## config.mk

```make
export PLATFORM = sky130hd
export DESIGN_NAME = sg_submit_arb
export DESIGN_NICKNAME = d
export VERILOG_FILES = /design/src/rtl/sgs_pkg.sv /design/src/rtl/sgs_rst_sync.sv /design/src/rtl/sgs_timer.sv /design/src/rtl/sgs_rr_ptr.sv /design/src/rtl/sgs_pack.sv /design/src/rtl/sg_submit_arb.sv
export SDC_FILE = /design/constraint.sdc
export NUM_CORES = 1
export LEC_CHECK = 0
export ABC_AREA = 1
export ABC_CLOCK_PERIOD_IN_PS = 3000
export CAP_MARGIN = 5
export CORE_AREA = 5 5 177 179
export CTS_CLUSTER_DIAMETER = 120
export DETAILED_ROUTE_END_ITERATION = 8
export DIE_AREA = 0 0 182 184
export DONT_BUFFER_PORTS = 1
export HOLD_SLACK_MARGIN = 0.05
export SLEW_MARGIN = 20
export SYNTH_ARGS = -nofsm -noshare
export SYNTH_HDL_FRONTEND = slang
export SYNTH_HIERARCHICAL = 1
export SYNTH_SLANG_ARGS = --single-unit
```

## constraint.sdc

```tcl
create_clock -name clk -period 3 [get_ports clk]
set_clock_uncertainty 0.2 [all_clocks]
set_input_delay 0.6 -clock clk [delete_from_list [all_inputs] [get_ports clk]]
set_output_delay 0.6 -clock clk [all_outputs]
set_load 0.02 [all_outputs]
```

## src/rtl/sgs_pkg.sv

```systemverilog
package sgs_pkg;
  // descriptor field layout: the DMA side decodes these positions
  localparam int BCNT_W  = 24;
  localparam int FLAG_W  = 8;
  localparam int UTAG_W  = 16;
  localparam int ADDR_LSB = BCNT_W + FLAG_W + UTAG_W;

  typedef enum logic [1:0] {
    ST_POLL = 2'd0,
    ST_RSV  = 2'd1,
    ST_SUB  = 2'd2
  } sgs_state_e;
endpackage

```

## src/rtl/sgs_rst_sync.sv

```systemverilog
module sgs_rst_sync (
  input  logic clk,
  input  logic rst_n,
  output logic rst_sync_n
);
  logic [1:0] sync_q;

  always_ff @(posedge clk or negedge rst_n) begin
    if (!rst_n) sync_q <= 2'b00;
    else        sync_q <= {sync_q[0], 1'b1};
  end

  assign rst_sync_n = sync_q[1];
endmodule

```

## src/rtl/sgs_timer.sv

```systemverilog
module sgs_timer #(
  parameter int LIMIT = 16
) (
  input  logic clk,
  input  logic rst_n,
  input  logic run,
  output logic last
);
  localparam int CNT_W = (LIMIT > 1) ? $clog2(LIMIT) : 1;
  localparam logic [CNT_W-1:0] LAST_V = CNT_W'(LIMIT - 1);

  logic [CNT_W-1:0] cnt_q, cnt_d;

  always_comb begin
    if (!run)        cnt_d = '0;
    else if (last)   cnt_d = cnt_q;
    else             cnt_d = cnt_q + 1'b1;
  end

  always_ff @(posedge clk or negedge rst_n) begin
    if (!rst_n) cnt_q <= '0;
    else        cnt_q <= cnt_d;
  end

  assign last = run && (cnt_q == LAST_V);
endmodule

```

## src/rtl/sgs_rr_ptr.sv

```systemverilog
module sgs_rr_ptr #(
  parameter int NUM_CH = 4,
  localparam int CH_W = (NUM_CH > 1) ? $clog2(NUM_CH) : 1
) (
  input  logic            clk,
  input  logic            rst_n,
  input  logic            adv,
  output logic [CH_W-1:0] ptr
);
  localparam logic [CH_W-1:0] TOP = CH_W'(NUM_CH - 1);

  logic [CH_W-1:0] ptr_q, ptr_d;

  always_comb begin
    ptr_d = ptr_q;
    if (adv) ptr_d = (ptr_q == TOP) ? '0 : ptr_q + 1'b1;
  end

  always_ff @(posedge clk or negedge rst_n) begin
    if (!rst_n) ptr_q <= '0;
    else        ptr_q <= ptr_d;
  end

  assign ptr = ptr_q;
endmodule

```

## src/rtl/sgs_pack.sv

```systemverilog
module sgs_pack import sgs_pkg::*; #(
  parameter int ADDR_W = 32,
  parameter int ELEM_W = 128
) (
  input  logic [BCNT_W-1:0] bcnt,
  input  logic [FLAG_W-1:0] flags,
  input  logic [UTAG_W-1:0] utag,
  input  logic [ADDR_W-1:0] addr,
  output logic [ELEM_W-1:0] elem
);
  localparam int DESC_W = ADDR_LSB + ADDR_W;

  logic [DESC_W-1:0] desc;
  assign desc = {addr, utag, flags, bcnt};

  generate
    if (ELEM_W > DESC_W) begin : g_pad
      assign elem = {{(ELEM_W - DESC_W){1'b0}}, desc};
    end else begin : g_nopad
      assign elem = desc[ELEM_W-1:0];
    end
  endgenerate
endmodule

```

## src/rtl/sg_submit_arb.sv

```systemverilog
module sg_submit_arb import sgs_pkg::*; #(
  parameter int NUM_CH    = 4,
  parameter int ADDR64    = 0,
  parameter int ELEM_W    = 128,
  parameter int GRANT_TMO = 16,
  parameter int ACK_TMO   = 32,
  localparam int ADDR_W = (ADDR64 != 0) ? 64 : 32,
  localparam int CH_W   = (NUM_CH > 1) ? $clog2(NUM_CH) : 1
) (
  input  logic                     clk,
  input  logic                     rst_n,
  input  logic [NUM_CH-1:0]        ch_avail,
  input  logic [NUM_CH*BCNT_W-1:0] ch_bcnt,
  input  logic [NUM_CH*FLAG_W-1:0] ch_flags,
  input  logic [NUM_CH*UTAG_W-1:0] ch_utag,
  input  logic [NUM_CH*ADDR_W-1:0] ch_addr,
  output logic [NUM_CH-1:0]        ch_done,
  output logic [NUM_CH-1:0]        ch_err,
  output logic                     rsv_req,
  output logic [CH_W-1:0]          rsv_ch,
  input  logic                     rsv_grant,
  output logic                     sub_valid,
  output logic [ELEM_W-1:0]        sub_data,
  input  logic                     sub_ack
);
  logic            rst_i_n;
  sgs_state_e      state_q, state_d;
  logic [CH_W-1:0] ptr;
  logic            adv;
  logic            load_en;
  logic            g_last, a_last;
  logic [NUM_CH-1:0] done_d, err_d, done_q, err_q;
  logic [ELEM_W-1:0] elem_w, elem_q;

  sgs_rst_sync u_rst (.clk(clk), .rst_n(rst_n), .rst_sync_n(rst_i_n));

  sgs_rr_ptr #(.NUM_CH(NUM_CH)) u_ptr (
    .clk(clk), .rst_n(rst_i_n), .adv(adv), .ptr(ptr)
  );

  sgs_timer #(.LIMIT(GRANT_TMO)) u_gtmr (
    .clk(clk), .rst_n(rst_i_n), .run(state_q == ST_RSV), .last(g_last)
  );

  sgs_timer #(.LIMIT(ACK_TMO)) u_atmr (
    .clk(clk), .rst_n(rst_i_n), .run(state_q == ST_SUB), .last(a_last)
  );

  sgs_pack #(.ADDR_W(ADDR_W), .ELEM_W(ELEM_W)) u_pack (
    .bcnt (ch_bcnt [ptr*BCNT_W +: BCNT_W]),
    .flags(ch_flags[ptr*FLAG_W +: FLAG_W]),
    .utag (ch_utag [ptr*UTAG_W +: UTAG_W]),
    .addr (ch_addr [ptr*ADDR_W +: ADDR_W]),
    .elem (elem_w)
  );

  // next-state and strobes
  always_comb begin
    state_d = state_q;
    adv     = 1'b0;
    load_en = 1'b0;
    done_d  = '0;
    err_d   = '0;
    unique case (state_q)
      ST_POLL: begin
        if (ch_avail[ptr]) state_d = ST_RSV;
        else               adv = 1'b1;
      end
      ST_RSV: begin
        if (rsv_grant) begin
          state_d = ST_SUB;
          load_en = 1'b1;
        end else if (g_last) begin
          state_d = ST_POLL;
          adv     = 1'b1;
        end
      end
      ST_SUB: begin
        if (sub_ack) begin
          state_d     = ST_POLL;
          adv         = 1'b1;
          done_d[ptr] = 1'b1;
        end else if (a_last) begin
          state_d    = ST_POLL;
          adv        = 1'b1;
          err_d[ptr] = 1'b1;
        end
      end
      default: state_d = ST_POLL;
    endcase
  end

  always_ff @(posedge clk or negedge rst_i_n) begin
    if (!rst_i_n) begin
      state_q <= ST_POLL;
      done_q  <= '0;
      err_q   <= '0;
    end else begin
      state_q <= state_d;
      done_q  <= done_d;
      err_q   <= err_d;
    end
  end

  // element holding register, enabled only on grant
  always_ff @(posedge clk) begin
    if (load_en) elem_q <= elem_w;
  end

  assign rsv_req   = (state_q != ST_POLL);
  assign rsv_ch    = ptr;
  assign sub_valid = (state_q == ST_SUB);
  assign sub_data  = elem_q;
  assign ch_done   = done_q;
  assign ch_err    = err_q;
endmodule

```

**After elaboration in Yosys (flattened, before gate mapping)**

Index checks and enable logic that the tools add are counted.

- Register bits after elaboration: 103
- Bits in latches: 0
- Memory bits (writable): 0
- Bits in read-only memories: 0
- Input port bits: 328
- Word-level logic and storage cells: 62
- Memories kept: 0

- Add/subtract/negate cells: 3
- Multiply operators: 1
- Divide/modulo/power cells: 0
- $lt $le $gt $ge: 2
- Equal/unequal tests: 10
- Shift-type cells: 4
- Mux-type cells: 28
- Bitwise operators: 0
- Reductions and logical operators: 6

Operator list:

| operator | number |
|---|---|
| $shiftx A128 B8 Y32 | 1 |
| $shiftx A96 B8 Y24 | 1 |
| $shiftx A64 B7 Y16 | 1 |
| $shiftx A32 B6 Y8 | 1 |
| $mux W4 | 7 |
| $mux W2 | 6 |
| $mux W5 | 2 |
| $mux W1 | 9 |
| $ne A2 B2 Y1 const B | 3 |
| $ne A3 B3 Y1 const B | 2 |
| $pmux W2 S3 | 1 |
| $add A5 B1 Y5 const B | 1 |
| $eq A5 B5 Y1 const B | 1 |
| $add A4 B1 Y4 const B | 1 |
| $eq A2 B2 Y1 const B | 2 |
| $eq A4 B4 Y1 const B | 1 |
| $mul A2 B2 Y4 const B | 1 |
| $logic_and A1 B1 Y1 | 3 |
| $lt A2 B3 Y1 const B | 1 |
| $pmux W1 S3 | 1 |
| $reduce_and A3 Y1 | 1 |
| $add A2 B1 Y2 const B | 1 |
| $bmux W1 S2 | 1 |
| $demux W1 S2 | 1 |
| other kinds (4) | 4 |

**Logic depth before layout (Yosys ltp)**

- Depth in word-level cells: 7
- Mapped depth: 12
- Mapped depth without buffers: 12

**Hierarchy**

The synthesis kept the hierarchy.

Modules (own cells, without submodules):

| module | instances | cells an instance | area an instance (µm²) | seq. area each (µm²) |
|---|---|---|---|---|
| sg_submit_arb | 1 | 541 | 6,038.3 | 4,093.9 |
| sgs_pack | 1 | 129 | 964.7 | 0.0 |
| sgs_timer at u_atmr | 1 | 30 | 259.0 | 125.1 |
| sgs_timer at u_gtmr | 1 | 26 | 206.4 | 100.1 |
| sgs_rr_ptr | 1 | 11 | 92.6 | 50.0 |
| sgs_rst_sync | 1 | 3 | 53.8 | 50.0 |

**Least setup slack after synthesis**

OpenSTA, ideal clock, no wires.

- Path type: in2reg
- Start point: input port rsv_grant
- End point: register elem_q[0], in the netlist sub_data[0] (enable)
- Library setup time: 0.617 ns
- Arrival time: 5.948 ns
- Path slack: -3.764 ns
- Stages on the path: 2
- Path buffers: 0
- Cell sequence: inv_1 nor2_1

- Cells in the longest elaborated chain, start to end: 2

Ends and longest elaborated chain:

| item | line | RTL |
|---|---|---|
| start: declaration | sg_submit_arb.sv:21 | `input logic rsv_grant,` |
| $mux W1 | sg_submit_arb.sv:70 | `if (rsv_grant) begin` |
| $mux W1 | sg_submit_arb.sv:64 | `unique case (state_q)` |
| named net load_en | sg_submit_arb.sv:30 | `logic load_en;` |
| end signal: assignment | sg_submit_arb.sv:107 | `if (load_en) elem_q <= elem_w;` |
| end: declaration | sg_submit_arb.sv:33 | `logic [ELEM_W-1:0] elem_w, elem_q;` |

The timed path passes the listed nets, and every way through them passes these cells.
A chain may end at the register's enable or synchronous reset.

**Final worst setup path**

- Start point: register u_ptr.ptr_q[1], in the netlist u_ptr/ptr[1]
- End point: register elem_q[66], in the netlist sub_data[66], data pin

- Cells in the longest elaborated chain, start to end: 1

Ends and longest elaborated chain:

| item | line | RTL |
|---|---|---|
| start: declaration | sgs_rr_ptr.sv:12 | `logic [CH_W-1:0] ptr_q, ptr_d;` |
| start signal: assignment | sgs_rr_ptr.sv:21 | `else ptr_q <= ptr_d;` |
| $shiftx A128 B8 Y32 | sg_submit_arb.sv:53 | `.addr (ch_addr [ptr*ADDR_W +: ADDR_W]),` |

No other way between the ends.

==> results_tabular.tex <==
\begin{tabular}{lr}
\hline
Metric & Value \\
\hline
\multicolumn{2}{l}{\textbf{Outcome}} \\
Outcome & completed \\
\multicolumn{2}{l}{\textbf{Clock tree}} \\
Register clock-pin slew on the reported worst setup and hold paths & around 70 ps \\
H-tree depth & 4 \\
Clock insertion delay at the later pin of the skew report & 420 ps \\
Cts bufs inserted & 17 \\
Number of resized instances in the post-cts repair step & 0 \\
Number of clock sinks & 151 \\
Root cell of the clock tree & clkbuf\_16 \\
CTS tree & yes \\
Maximum number of buffers from clock root to sink & 2 \\
\multicolumn{2}{l}{\textbf{Yosys}} \\
Most frequent cells after synthesis & nand2\_1 (199), buf\_4 (128), edfxtp\_1 (128), nand3\_1 (84), a22oi\_1 (79) \\
Synth Cell Area & 0.007615 mm2 \\
Cell taking the most area after synthesis & edfxtp\_1 \\
Gate count after technology mapping & 740 \\
Cells taking the most area after synthesis & edfxtp\_1 (50\%), buf\_4 (13\%), nand2\_1 (9.8\%) \\
Share of Yosys cell area claimed by the top area cell type & 0.5048 \\
Post-Synthesis Mean Instance Area & 10.29 um2 \\
Yosys synthesis warning count & 6 \\
Ys flop type & edfxtp\_1 \\
Total of flip-flops plus latches after synthesis & 151 \\
Share of synthesized area occupied by flip-flops and latches & 0.5803 \\
Number of enable flip-flop cells after synthesis & approximately 130 \\
Share of flip-flops with an asynchronous set or reset & 0.1523 \\
Count of cell types in the netlist & 24 \\
Most frequently used cell type in the post-synthesis netlist & nand2\_1 \\
\multicolumn{2}{l}{\textbf{Setup path}} \\
Number of cells traversed by the worst register-to-register path & 5 \\
Critical path launch point & u\_ptr/ptr[1] \\
Largest stage delay on the critical path & 680 ps \\
Maximum fanout along the worst path & slightly below 50 \\
Cell chain of the critical path & nand2\_1 > inv\_2 > buf\_12 > nand2\_1 > nand3\_1 \\
Reg2Reg Setup Slack & 800 ps \\
Cell repeated most along the worst path & nand2\_1 \\
Worst r2r src & u\_ptr/ptr[1] \\
WP data required & 3080 ps \\
Category of the most critical setup path & reg -> reg \\
Critical path arrival & about 2300 ps \\
Crit end category & register \\
Crit-path slowest cell & dfrtp\_1 \\
Capture point of the worst reg-to-reg path & sub\_data[66] \\
Startpoint types & register \\
\multicolumn{2}{l}{\textbf{Timing}} \\
Number of hold-slack violations in the final timing report & 0 \\
Max\_slew headroom & 0.4234 \\
Unrepaired setup endpoints after global routing & false \\
Total count of max-transition violations in the final report & 0 \\
Final clock period utilization by the worst path & 0.7348 \\
Final setup viols & 0 \\
Highest clock rate & 0.4536 GHz \\
Minimum setup slack in the final design & 795.6 ps \\
Clock period minus final worst setup slack & 2204 ps \\
Summed negative setup slack over all endpoints & 0 ps \\
Worst-margin pin slew & 864.9 ps \\
\multicolumn{2}{l}{\textbf{Global routing}} \\
Wire length of the first global-routing pass & approximately 30 mm \\
Grt ovf & 0 \\
Maximum number of pins on one net before global-route repair & between 80 and 90 \\
Via count of the first global-routing pass & 4853 \\
Antenna violations before repair & 4 \\
Total GRT Usage & 0.1200 \\
\multicolumn{2}{l}{\textbf{Cells and area}} \\
Post-route standard cell area excluding fillers & 0.007983 mm2 \\
Area growth from synthesis to layout & 4.831\% \\
Final-stage net count & 989 \\
Fraction of final layout cells sized beyond drive strength 1 & 0.08209 \\
FILL cells & 3034 \\
Area taken by flip-flops and latches & approximately 0.0044 mm2 \\
Area of the multi-input gates & 0.002227 mm2 \\
\multicolumn{2}{l}{\textbf{Hold path}} \\
Type of the tightest min-delay check & in -> reg \\
Worst hold start & rsv\_grant \\
Hold path endpoint & state\_q[1] \\
Cell depth of the worst hold path & 2 \\
\multicolumn{2}{l}{\textbf{Placed design}} \\
Post-placement setup slack & between 800 and 900 ps \\
Placed standard-cell area & 0.007347 mm2 \\
Sum of net half-perimeters after detailed placement & 17.26 mm \\
Routability cong. & between 0.8 and 0.9 \\
Buffers on Ports & 0 \\
\multicolumn{2}{l}{\textbf{Power and ir drop}} \\
Worst ir drop on vdd & 1.269 mV \\
Leakage power figure & $\sim$0.0029 uW \\
Power density relative to cell area & 1041 mW/mm2 \\
Overall Power & 8308 uW \\
\multicolumn{2}{l}{\textbf{Floorplanning}} \\
Initial Utilization & 0.2590 \\
Number of standard-cell rows in the floorplan & 63 \\
Core ar. & 0.02940 mm2 \\
Die Outline Area & 0.03349 mm2 \\
DIE HEIGHT & 184 um \\
Die Width & 182 um \\
Top Ports & 468 \\
\multicolumn{2}{l}{\textbf{Route}} \\
Remaining routing DRC violations & 0 \\
Post-DRT Antenna Nets & 0 \\
DRC violation total after the first TritonRoute iteration & 323 \\
Number of iterations in the first detailed-routing pass & 6 \\
DR vias & 4961 \\
DR WL/cell & $\sim$20 um \\
Overall routed net length & 21.77 mm \\
Per-cell via count in the routed design & approximately 4.7 \\
\multicolumn{2}{l}{\textbf{Job}} \\
Max-cap violations & 0 \\
\hline
\end{tabular}
[repair_timing]
action | in CTS | in global routing
hold buffers | 1 | 0
hold endpoints to repair | 2 | 0
setup buffers | 0 | 0
[logic make-up after synthesis]
| logic type | Yosys count | synth area share |
|---|---|---|
| AOI/OAI and AO/OA | 87 | 0.08314 |
| other | 2 | 0.0009862 |
| and+or+nand+nor | 317 | 0.1753 |
| DFF | 151 | 0.5803 |
| adders and majority gates | 4 | 0.006573 |
| buffers and inverters | 179 | 0.1536 |
[metal layers]
metal / GRT usage / up-vias / share of wire
met5: 0 / - / 0
met4: 0.04653 / 0 / 0.015
met3: 0.04036 / 13 / 0.098
met2: 0.2064 / 368 / 0.52
met1: 0.1387 / 2338 / 0.37
li1: - / 2242 / -
[stage by stage]
stage               cells  utilization  hold WS (ps)
floorplan             787            -         66.91
CTS                  1060       0.2712         102.7
global route         1063       0.2715         127.5
finish               1063       0.2715         136.3
global placement     1027       0.2499         104.5
detailed placement   1027       0.2499         104.5
[cells in the final DEF, fill, tap and decap left out]
| cell type | instances |
|---|---|
| nand2_1 | 198 |
| edfxtp_1 | 128 |
| nand3_1 | 84 |
| a22oi_1 | 79 |
| conb_1 | 49 |
| dfrtp_1 | 23 |
| nor2_1 | 20 |
| clkbuf_16 | 17 |
| inv_1 | 15 |
| buf_4 | 7 |
| o21ai_0 | 6 |
| nor2_4 | 5 |
| inv_6 | 5 |
| clkinvlp_4 | 4 |
| buf_12 | 4 |
| ha_1 | 4 |
| diode_2 | 3 |
| nand2_2 | 3 |
| bufinv_16 | 3 |
| inv_2 | 2 |
| nor3_1 | 2 |
| clkinv_4 | 2 |
| and3_1 | 2 |
| a21oi_1 | 2 |
| nand4_1 | 1 |
| nand3b_1 | 1 |
| inv_12 | 1 |
| inv_8 | 1 |
| nand3_2 | 1 |
| dlygate4sd3_1 | 1 |
[final cells by class]
cell class,count,area share
Antenna cell,3,0.0009404
Clock buffer,17,0.05329
Clock inverter,15,0.02414
Inverter,18,0.01003
Multi-Input combinational cell,457,0.2790
Sequential cell,151,0.5536
Tap cell,390,0.06113
Timing Repair Buffer,12,0.01787
[power by group]
group / internal, uW / leakage, uW / switching (uW) / total [uW]
logic: 731 / 0.00113 / 1610 / 2340
clock network: 1330 / 0.000289 / 911 / 2240
registers: 3030 / 0.00149 / 694 / 3730
total: 5090 / 0.00291 / 3210 / 8310
[critical path, delay by kind of cell (launching register included)]
kind	cells	cell delay (ps)
flops	1	680
buf+inv	2	640
simple gates	3	460
[state kept, by name (all words and copies together), names as in the netlist]
name          count
ch_err            4
u_ptr/ptr         2
sub_data        128
ch_done           4
state_q           2
u_rst/sync_q      2
u_atmr/cnt_q      5
u_gtmr/cnt_q      4
[worst max path at each step]
stage	endpoint	slack (ps)
6_report	sub_data[66]	800
5_1_grt	sub_data[18]	680
4_1_cts	sub_data[66]	860
3_5_place_dp	sub_data[66]	870
3_3_place_gp	u_ptr/ptr[1]	920
2_1_floorplan	sub_data[0]	-110
Power figures use the tool's default switching activity.
